[src/rtl/uhc_pkg.sv]
// Package: shared constants and types for the microcode halt controller.
// Assumes a 64-bit microcode PC split into two 32-bit register halves.
package uhc_pkg;
    localparam int PC_W     = 64;
    localparam int STEP_W   = 32;
    localparam int EV_W     = 16;
    localparam int RSN_W    = 8;
    localparam int NUM_ACMP = 2;
    localparam int CTRL_W   = 9;

    // pending-event bit positions (priority order: ORD, INS, EXT, STEP)
    localparam int EV_INS  = 2;
    localparam int EV_EXT  = 3;
    localparam int EV_STEP = 8;
    localparam int EV_ORD  = 9;

    // halt reason codes
    localparam logic [RSN_W-1:0] RSN_PAUSE = 8'd1;
    localparam logic [RSN_W-1:0] RSN_INS   = 8'd4;
    localparam logic [RSN_W-1:0] RSN_EXT   = 8'd8;
    localparam logic [RSN_W-1:0] RSN_STEP  = 8'd64;

    // control register bit positions
    localparam int CB_IBRK  = 0;
    localparam int CB_PBRK  = 1;
    localparam int CB_PAUSE = 2;
    localparam int CB_STEP  = 3;
    localparam int CB_ACMP0 = 4;
    localparam int CB_ICNT0 = 6;
    localparam int CB_PREQ  = 8;
    localparam logic [CTRL_W-1:0] CTRL_RST = 9'h007;

    // register word addresses
    localparam int RA_CTRL  = 0;
    localparam int RA_STEP  = 1;
    localparam int RA_ACMP0 = 2;
    localparam int RA_ORDER = RA_ACMP0 + 2 * NUM_ACMP;
    localparam int RA_HCTL  = RA_ORDER + 1;
    localparam int ADDR_W   = $clog2(RA_HCTL + 1);

    typedef enum logic [1:0] {ST_RUN = 2'd0, ST_HALT = 2'd1, ST_FATAL = 2'd2} hstate_t;
endpackage

[src/rtl/uhc_regs.sv]
// Module: register file of the halt controller plus the step down-counter.
// Holds control, step count, comparator addresses, ordering request and the
// external-break arm bit. Hardware clears (pause request, arm) win over a
// software write in the same cycle. Assumes retire_ok is already qualified
// by "not stalled".
module uhc_regs
    import uhc_pkg::*;
(
    input  logic                           clk,
    input  logic                           rst_n,
    input  logic                           reg_wr,
    input  logic [ADDR_W-1:0]              reg_addr,
    input  logic [31:0]                    reg_wdata,
    input  logic                           retire_ok,
    input  logic                           clr_pause,
    input  logic                           clr_extarm,
    output logic [CTRL_W-1:0]              ctrl,
    output logic [NUM_ACMP-1:0][PC_W-1:0]  acmp_addr,
    output logic                           order_req,
    output logic                           ext_armed,
    output logic                           step_evt,
    output logic                           order_evt,
    output logic [31:0]                    reg_rdata
);
    logic [STEP_W-1:0] step_q;
    logic              wr_step;
    logic              step_dec;

    assign wr_step  = reg_wr && (reg_addr == ADDR_W'(RA_STEP));
    assign step_dec = retire_ok && ctrl[CB_STEP] && (step_q != '0);
    assign step_evt = step_dec && (step_q == STEP_W'(1)) && !wr_step;
    assign order_evt = reg_wr && (reg_addr == ADDR_W'(RA_ORDER)) && (reg_wdata[1] != order_req);

    // control register with hardware self-clear of the pause request
    always_ff @(posedge clk) begin
        if (!rst_n) begin
            ctrl <= CTRL_RST;
        end else begin
            if (reg_wr && reg_addr == ADDR_W'(RA_CTRL)) ctrl <= reg_wdata[CTRL_W-1:0];
            if (clr_pause) ctrl[CB_PREQ] <= 1'b0;
        end
    end

    // step counter: software load wins over the per-retire decrement
    always_ff @(posedge clk) begin
        if (!rst_n)        step_q <= '0;
        else if (wr_step)  step_q <= reg_wdata[STEP_W-1:0];
        else if (step_dec) step_q <= step_q - STEP_W'(1);
    end

    // ordering request and external-break arm bit
    always_ff @(posedge clk) begin
        if (!rst_n) begin
            order_req <= 1'b0;
            ext_armed <= 1'b0;
        end else begin
            if (reg_wr && reg_addr == ADDR_W'(RA_ORDER)) order_req <= reg_wdata[1];
            if (reg_wr && reg_addr == ADDR_W'(RA_HCTL))  ext_armed <= reg_wdata[0];
            if (clr_extarm) ext_armed <= 1'b0;
        end
    end

    // one comparator address per generate instance, written as two halves
    for (genvar g = 0; g < NUM_ACMP; g++) begin : g_acmp
        localparam int LO = RA_ACMP0 + 2 * g;
        always_ff @(posedge clk) begin
            if (!rst_n) begin
                acmp_addr[g] <= '0;
            end else if (reg_wr) begin
                if (reg_addr == ADDR_W'(LO))     acmp_addr[g][31:0]  <= reg_wdata;
                if (reg_addr == ADDR_W'(LO + 1)) acmp_addr[g][63:32] <= reg_wdata;
            end
        end
    end

    // read multiplexer
    always_comb begin
        reg_rdata = '0;
        if (reg_addr == ADDR_W'(RA_CTRL))  reg_rdata = {{(32-CTRL_W){1'b0}}, ctrl};
        if (reg_addr == ADDR_W'(RA_STEP))  reg_rdata = step_q;
        if (reg_addr == ADDR_W'(RA_ORDER)) reg_rdata = {30'b0, order_req, 1'b0};
        if (reg_addr == ADDR_W'(RA_HCTL))  reg_rdata = {31'b0, ext_armed};
        for (int g = 0; g < NUM_ACMP; g++) begin
            if (reg_addr == ADDR_W'(RA_ACMP0 + 2 * g))     reg_rdata = acmp_addr[g][31:0];
            if (reg_addr == ADDR_W'(RA_ACMP0 + 2 * g + 1)) reg_rdata = acmp_addr[g][63:32];
        end
    end
endmodule

[src/rtl/uhc_collect.sv]
// Module: merges all break sources into one per-cycle event vector.
// Instruction-break pulses are gated by their enables; address matches
// count only for retirements that happen while the sequencer runs.
module uhc_collect
    import uhc_pkg::*;
(
    input  logic                           retire_ok,
    input  logic [PC_W-1:0]                retire_pc,
    input  logic [NUM_ACMP-1:0][PC_W-1:0]  acmp_addr,
    input  logic [NUM_ACMP-1:0]            acmp_valid,
    input  logic [1:0]                     ibrk_en,
    input  logic [1:0]                     icnt_en,
    input  logic                           ibrk_evt,
    input  logic                           pbrk_evt,
    input  logic [1:0]                     icnt_evt,
    input  logic                           ext_brk_evt,
    input  logic                           step_evt,
    input  logic                           order_evt,
    input  logic [EV_W-1:0]                raw_evt,
    output logic [EV_W-1:0]                new_ev
);
    logic [NUM_ACMP-1:0] acmp_hit;
    logic                ins_any;

    // one full-width comparator per address register
    for (genvar g = 0; g < NUM_ACMP; g++) begin : g_cmp
        assign acmp_hit[g] = retire_ok && acmp_valid[g] && (retire_pc == acmp_addr[g]);
    end

    assign ins_any = (ibrk_evt && ibrk_en[0]) || (pbrk_evt && ibrk_en[1])
                   || |(icnt_evt & icnt_en) || |acmp_hit;

    // assemble the event vector in pending-word bit positions
    always_comb begin
        new_ev          = raw_evt;
        new_ev[EV_INS]  = raw_evt[EV_INS]  | ins_any;
        new_ev[EV_EXT]  = raw_evt[EV_EXT]  | ext_brk_evt;
        new_ev[EV_STEP] = raw_evt[EV_STEP] | step_evt;
        new_ev[EV_ORD]  = raw_evt[EV_ORD]  | order_evt;
    end
endmodule

[src/rtl/uhc_dispatch.sv]
// Module: pending-event word and run/halt/fatal state machine.
// Services at most one pending bit per clock while running, in the fixed
// order ORD, INS, EXT, STEP; a forced pause is taken only when nothing is
// pending. Assumes new_ev is valid every cycle.
module uhc_dispatch
    import uhc_pkg::*;
(
    input  logic             clk,
    input  logic             rst_n,
    input  logic [EV_W-1:0]  new_ev,
    input  logic             pause_req,
    input  logic             ext_armed,
    input  logic             order_req,
    input  logic             resume,
    output logic             stall,
    output logic             halted,
    output logic [RSN_W-1:0] halt_reason,
    output logic             fatal,
    output logic [EV_W-1:0]  fatal_word,
    output logic             order_mode,
    output logic             clr_pause,
    output logic             clr_extarm
);
    hstate_t          st_q, st_d;
    logic [EV_W-1:0]  pend_q, serv_q, serv_d, fw_d, clr;
    logic [RSN_W-1:0] rsn_d;
    logic             om_d;

    // next-state decision for one service pass
    always_comb begin
        st_d = st_q; rsn_d = halt_reason; serv_d = serv_q;
        fw_d = fatal_word; om_d = order_mode; clr = '0;
        clr_pause = 1'b0; clr_extarm = 1'b0;
        unique case (st_q)
            ST_RUN: begin
                if (pend_q[EV_ORD]) begin
                    clr[EV_ORD] = 1'b1;
                    om_d = order_req;
                end else if (pend_q[EV_INS]) begin
                    st_d = ST_HALT; rsn_d = RSN_INS; serv_d = EV_W'(1) << EV_INS;
                end else if (pend_q[EV_EXT]) begin
                    if (ext_armed) begin
                        st_d = ST_HALT; rsn_d = RSN_EXT; serv_d = EV_W'(1) << EV_EXT;
                        clr_extarm = 1'b1;
                    end else begin
                        st_d = ST_FATAL; fw_d = pend_q;
                    end
                end else if (pend_q[EV_STEP]) begin
                    st_d = ST_HALT; rsn_d = RSN_STEP; serv_d = EV_W'(1) << EV_STEP;
                end else if (pend_q != '0) begin
                    st_d = ST_FATAL; fw_d = pend_q;
                end else if (pause_req) begin
                    st_d = ST_HALT; rsn_d = RSN_PAUSE; serv_d = '0;
                    clr_pause = 1'b1;
                end
            end
            ST_HALT: begin
                if (resume) begin
                    st_d = ST_RUN; rsn_d = '0; clr = serv_q;
                end
            end
            default: ;
        endcase
    end

    // state, pending word and captured outputs
    always_ff @(posedge clk) begin
        if (!rst_n) begin
            st_q <= ST_RUN; pend_q <= '0; serv_q <= '0;
            halt_reason <= '0; fatal_word <= '0; order_mode <= 1'b0;
        end else begin
            st_q <= st_d; pend_q <= (pend_q & ~clr) | new_ev; serv_q <= serv_d;
            halt_reason <= rsn_d; fatal_word <= fw_d; order_mode <= om_d;
        end
    end

    assign halted = (st_q == ST_HALT);
    assign fatal  = (st_q == ST_FATAL);
    assign stall  = halted || fatal;
endmodule

[src/rtl/uhc_halt_ctrl.sv]
// Module: top of the microcode breakpoint and halt controller.
// Wires the register file, the event collector and the dispatcher. Assumes
// the sequencer honours stall in the same cycle it is seen.
module uhc_halt_ctrl
    import uhc_pkg::*;
(
    input  logic              clk,
    input  logic              rst_n,
    input  logic              retire_valid,
    input  logic [PC_W-1:0]   retire_pc,
    input  logic              ibrk_evt,
    input  logic              pbrk_evt,
    input  logic [1:0]        icnt_evt,
    input  logic              ext_brk_evt,
    input  logic [EV_W-1:0]   raw_evt,
    input  logic              resume,
    input  logic              reg_wr,
    input  logic [ADDR_W-1:0] reg_addr,
    input  logic [31:0]       reg_wdata,
    output logic [31:0]       reg_rdata,
    output logic              stall,
    output logic              halted,
    output logic [RSN_W-1:0]  halt_reason,
    output logic              fatal,
    output logic [EV_W-1:0]   fatal_word,
    output logic              order_mode
);
    logic [CTRL_W-1:0]             ctrl;
    logic [NUM_ACMP-1:0][PC_W-1:0] acmp_addr;
    logic [EV_W-1:0]               new_ev;
    logic order_req, ext_armed, step_evt, order_evt, clr_pause, clr_extarm, retire_ok;

    assign retire_ok = retire_valid && !stall;

    uhc_regs u_regs (
        .clk(clk), .rst_n(rst_n), .reg_wr(reg_wr), .reg_addr(reg_addr),
        .reg_wdata(reg_wdata), .retire_ok(retire_ok), .clr_pause(clr_pause),
        .clr_extarm(clr_extarm), .ctrl(ctrl), .acmp_addr(acmp_addr),
        .order_req(order_req), .ext_armed(ext_armed), .step_evt(step_evt),
        .order_evt(order_evt), .reg_rdata(reg_rdata)
    );

    uhc_collect u_collect (
        .retire_ok(retire_ok), .retire_pc(retire_pc), .acmp_addr(acmp_addr),
        .acmp_valid(ctrl[CB_ACMP0 +: NUM_ACMP]), .ibrk_en(ctrl[CB_PBRK:CB_IBRK]),
        .icnt_en(ctrl[CB_ICNT0 +: 2]), .ibrk_evt(ibrk_evt), .pbrk_evt(pbrk_evt),
        .icnt_evt(icnt_evt), .ext_brk_evt(ext_brk_evt), .step_evt(step_evt),
        .order_evt(order_evt), .raw_evt(raw_evt), .new_ev(new_ev)
    );

    uhc_dispatch u_dispatch (
        .clk(clk), .rst_n(rst_n), .new_ev(new_ev),
        .pause_req(ctrl[CB_PREQ] && ctrl[CB_PAUSE]), .ext_armed(ext_armed),
        .order_req(order_req), .resume(resume), .stall(stall), .halted(halted),
        .halt_reason(halt_reason), .fatal(fatal), .fatal_word(fatal_word),
        .order_mode(order_mode), .clr_pause(clr_pause), .clr_extarm(clr_extarm)
    );
endmodule

[config.mk]
export PLATFORM = sky130hd
export DESIGN_NAME = uhc_halt_ctrl
export DESIGN_NICKNAME = d
export VERILOG_FILES = /design/src/rtl/uhc_pkg.sv /design/src/rtl/uhc_regs.sv /design/src/rtl/uhc_collect.sv /design/src/rtl/uhc_dispatch.sv /design/src/rtl/uhc_halt_ctrl.sv
export SDC_FILE = /design/constraint.sdc
export NUM_CORES = 1
export LEC_CHECK = 0
export ABC_AREA = 1
export BUFFER_PORTS_ARGS = -buffer_cell sky130_fd_sc_hd__buf_2
export CAP_MARGIN = 5
export CORE_MARGIN = 2
export CORE_UTILIZATION = 50
export DETAILED_ROUTE_END_ITERATION = 10
export PLACE_DENSITY = 0.81
export RECOVER_POWER = 100
export SLEW_MARGIN = 20
export SYNTH_ARGS = -nofsm -noshare
export SYNTH_HDL_FRONTEND = slang
export SYNTH_SLANG_ARGS = --single-unit
[constraint.sdc]
create_clock -name clk -period 2.5 [get_ports clk]
set_clock_uncertainty 0.05 [all_clocks]
set_input_delay 0.5 -clock clk [delete_from_list [all_inputs] [get_ports clk]]
set_output_delay 0.5 -clock clk [all_outputs]
set_load 0.05 [all_outputs]
==> results.sh <==
export IMPL_cts_tree="done"
export IMPL_clock_latency_ns=0.53
export IMPL_fmax_mhz=409
export IMPL_dp_cells=2251
export IMPL_min_period_ns=2.44
export IMPL_violations="max-capacitance violations, max-slew violations"
export IMPL_vias_per_cell=5.61
export IMPL_powerDensity_nw_per_um2=725
export IMPL_syn_inst=1798
export IMPL_ys_types=44
export IMPL_diodes=0
export IMPL_cts_buffers=25
export IMPL_synth_compound_area_share_pct=18.6
export IMPL_io_buffers=178
export IMPL_required_ns=1.95
export IMPL_outcome="complete, but fails checks"
export IMPL_setup_violations=0
export IMPL_fin_nets=2089
export IMPL_synthMuxAreaShare_pct=0
export IMPL_final_util_pct=59.8
export IMPL_grt_pass1_vias=11778
export IMPL_yosysWarningCount=0
export IMPL_ys_ff_latch=211
export IMPL_first_pass_iters=6
export IMPL_ctsLongestPathBuffers=3
export IMPL_cts_clk_slew_worst_paths_ns=0.06
export IMPL_core_area_um2=23400
export IMPL_dieArea_um2=25000
export IMPL_area_growth_pct=17.7
export IMPL_worstHoldPathType="primary input to flip-flop"
export IMPL_via_count=12872
export IMPL_detail_route_wl_per_cell_um=17.3
export IMPL_grt_pass1_wl_um=61200
export IMPL_syn_area_um2=11900
export IMPL_ys_seq_area_share_pct=35.5
export IMPL_start_util_pct=50.8
export IMPL_antenna_found_initial=2
export IMPL_synthAdderAreaFrac_pct=0.526
export IMPL_vdd_drop_max_mv=0.604
export IMPL_drive_above_1_share_pct=14.7
export IMPL_critPathArrivalTime_ns=1.89
export IMPL_worstMarginPinSlew_ns=1.69
export IMPL_slew_headroom_pct=-12.7
export IMPL_dpl_instance_area_um2=13200
export IMPL_hold_violations=0
export IMPL_syn_avg_cell_area_um2=6.61
export IMPL_hold_worst_slack_ns=0.134
export IMPL_design_area_um2=14000
export IMPL_die_h_um=158
export IMPL_ios=185
export IMPL_rows=56
export IMPL_pre_cts_ws_ns=0.0984
export IMPL_fin_crit_sh_pct=97.7
export IMPL_hold_buffers=0
export IMPL_grt_max_degree=57
export IMPL_place_congestion=0.971
export IMPL_synth_xor_area_share_pct=6.56
export IMPL_synth_top_family_by_area="simple AND/OR/NAND/NOR gates"
export IMPL_fin_cells=2296
export IMPL_final_setup_tns_ns=0
export IMPL_antenna_left=0
export IMPL_p_leak_nw=5.90
export IMPL_cts_root_buf="clkbuf_16"
export IMPL_synthSimpleGateAreaFrac_pct=29.3
export IMPL_fin_ws_ns=0.0567
export IMPL_die_w_um=158
export IMPL_crit_fanout=12
export IMPL_drt_iter0_drc=1262
export IMPL_cap_viol_max_count=1
export IMPL_total_power_mw=10.1
export IMPL_critPathKind="primary input to primary output"
export IMPL_endpoint_kind="primary output"
export IMPL_clock_sinks=211
export IMPL_worstSetupStartpointType="primary input"
export IMPL_hpwlAfterDp_um=29000
export IMPL_grt_overflow=0
export IMPL_grt_use_total_pct=31.0
export IMPL_htreeDepth=1
export IMPL_slew_violations=39
export IMPL_routed_wl_um=39700
export IMPL_drcViolationCount=0
==> report_power, final <==
part           internal [mW]  switching [mW]
sequential              3.55           0.145
clock                   2.60            1.49
combinational          0.689            1.67
==> repair_timing <==
action / 4_1_cts / 5_1_grt
resized for setup: 0 / 6
setup endpoints to repair: 0 / 4
buffers inserted: 0 / 0
==> state kept, by name, indices dropped and copies added (netlist names) <==
name / flops
u_regs.acmp_addr: 128
u_regs.ext_armed: 1
u_dispatch.order_mode: 1
u_regs.step_q: 32
u_dispatch.st_q: 2
u_regs.order_req: 1
u_dispatch.halt_reason: 4
u_dispatch.pend_q: 16
u_dispatch.fatal_word: 14
u_regs.ctrl: 9
u_dispatch.serv_q: 3
==> cells in the mapped netlist, drive strengths merged <==
cell / instances / area share, %
o211ai: 28 / 1.8
a221oi: 12 / 0.88
or2: 8 / 0.42
conb: 1 / 0.032
nand3: 94 / 4.1
o2111ai: 7 / 0.52
a21oi: 204 / 8.8
a21boi: 4 / 0.25
clkbuf: 60 / 1.9
o21a: 1 / 0.063
dfxtp: 211 / 36
a211oi: 2 / 0.21
o21ai: 115 / 5.0
nand4: 29 / 1.6
buf: 28 / 1.6
ha: 5 / 0.53
nor3: 6 / 0.25
nand2: 448 / 15
xnor2: 57 / 4.2
clkinv: 1 / 0.074
nor4: 3 / 0.16
xor2: 32 / 2.4
nor2: 233 / 8.0
o22ai: 19 / 1.0
a31oi: 3 / 0.16
inv: 187 / 5.9
==> critical path, cell delays in order <==
cell      delay, ns
buf_2          0.13
inv_1          0.08
nor2_1         0.06
nand2_1        0.11
inv_2          0.11
buf_12         0.17
a221oi_1       0.33
o211ai_1       0.13
clkbuf_2       0.26
==> path summary, 6_finish.rpt <==
check	from	endpoint	slack, ns	cells after the start
setup / recovery	reg_addr[1]	reg_rdata[23]	0.06	9
hold / removal	raw_evt[6]	u_dispatch.pend_q[6]	0.13	3
setup reg to reg	u_regs.step_q[0]	u_regs.step_q[3]	0.15	12
hold reg to reg	u_dispatch.fatal_word[0]	u_dispatch.fatal_word[0]	0.41	2
==> layout by cell type, fill, tap and decap left out, types with 3 or more instances in the layout <==
| cell | synthesis | routed |
|---|---|---|
| nand4_1 | 28 | 28 |
| a21oi_1 | 197 | 197 |
| a221oi_2 | 0 | 3 |
| nor3_1 | 6 | 5 |
| buf_2 | 13 | 130 |
| nor2_1 | 218 | 221 |
| o22ai_1 | 19 | 19 |
| conb_1 | 1 | 6 |
| nand2_2 | 11 | 9 |
| nor2_4 | 4 | 3 |
| clkbuf_1 | 60 | 36 |
| o2111ai_1 | 7 | 7 |
| bufinv_16 | 0 | 6 |
| nor2_2 | 10 | 8 |
| clkbuf_2 | 0 | 30 |
| a31oi_1 | 3 | 3 |
| buf_4 | 9 | 19 |
| nand2_1 | 431 | 434 |
| nand3_1 | 91 | 93 |
| inv_2 | 11 | 9 |
| xnor2_1 | 57 | 57 |
| buf_12 | 1 | 6 |
| a21oi_2 | 7 | 7 |
| nor4_1 | 3 | 3 |
| xor2_1 | 32 | 32 |
| a221oi_1 | 12 | 9 |
| clkinv_2 | 0 | 3 |
| inv_1 | 175 | 176 |
| ha_1 | 5 | 5 |
| or2_2 | 7 | 7 |
| nand2_4 | 5 | 4 |
| o21ai_0 | 108 | 108 |
| o21ai_1 | 3 | 3 |
| o211ai_1 | 28 | 28 |
| o21ai_2 | 4 | 4 |
| clkbuf_16 | 0 | 25 |
| dfxtp_1 | 211 | 211 |
| clkbuf_8 | 0 | 5 |
==> final cells by class <==
| cell class | instances | area [um^2] |
|---|---|---|
| Timing Repair Buffer | 217 | 1180 |
| Sequential cell | 211 | 4220 |
| Fill cell | 2210 | 9410 |
| Inverter | 188 | 714 |
| Multi-Input combinational cell | 1316 | 6550 |
| Clock buffer | 34 | 709 |
| Tap cell | 319 | 399 |
| Clock inverter | 11 | 213 |
==> layer usage <==
layer	track usage, %	vias to the layer above	routed length [um]
li1	-	6153	-
met1	40.7	5884	16100
met2	51.5	721	18200
met3	4.95	114	3950
met4	10.8	0	1440
met5	0	-	0
==> logic make-up (layout without fill, tap and decap cells) <==
group	Yosys count	count (layout)
compound gates	395	395
xor+xnor	89	89
fa+ha+maj	5	5
buf+inv	276	450
flops	211	211
other cells	1	6
simple gates	821	821
No activity file was read; power rests on OpenSTA's default activity.
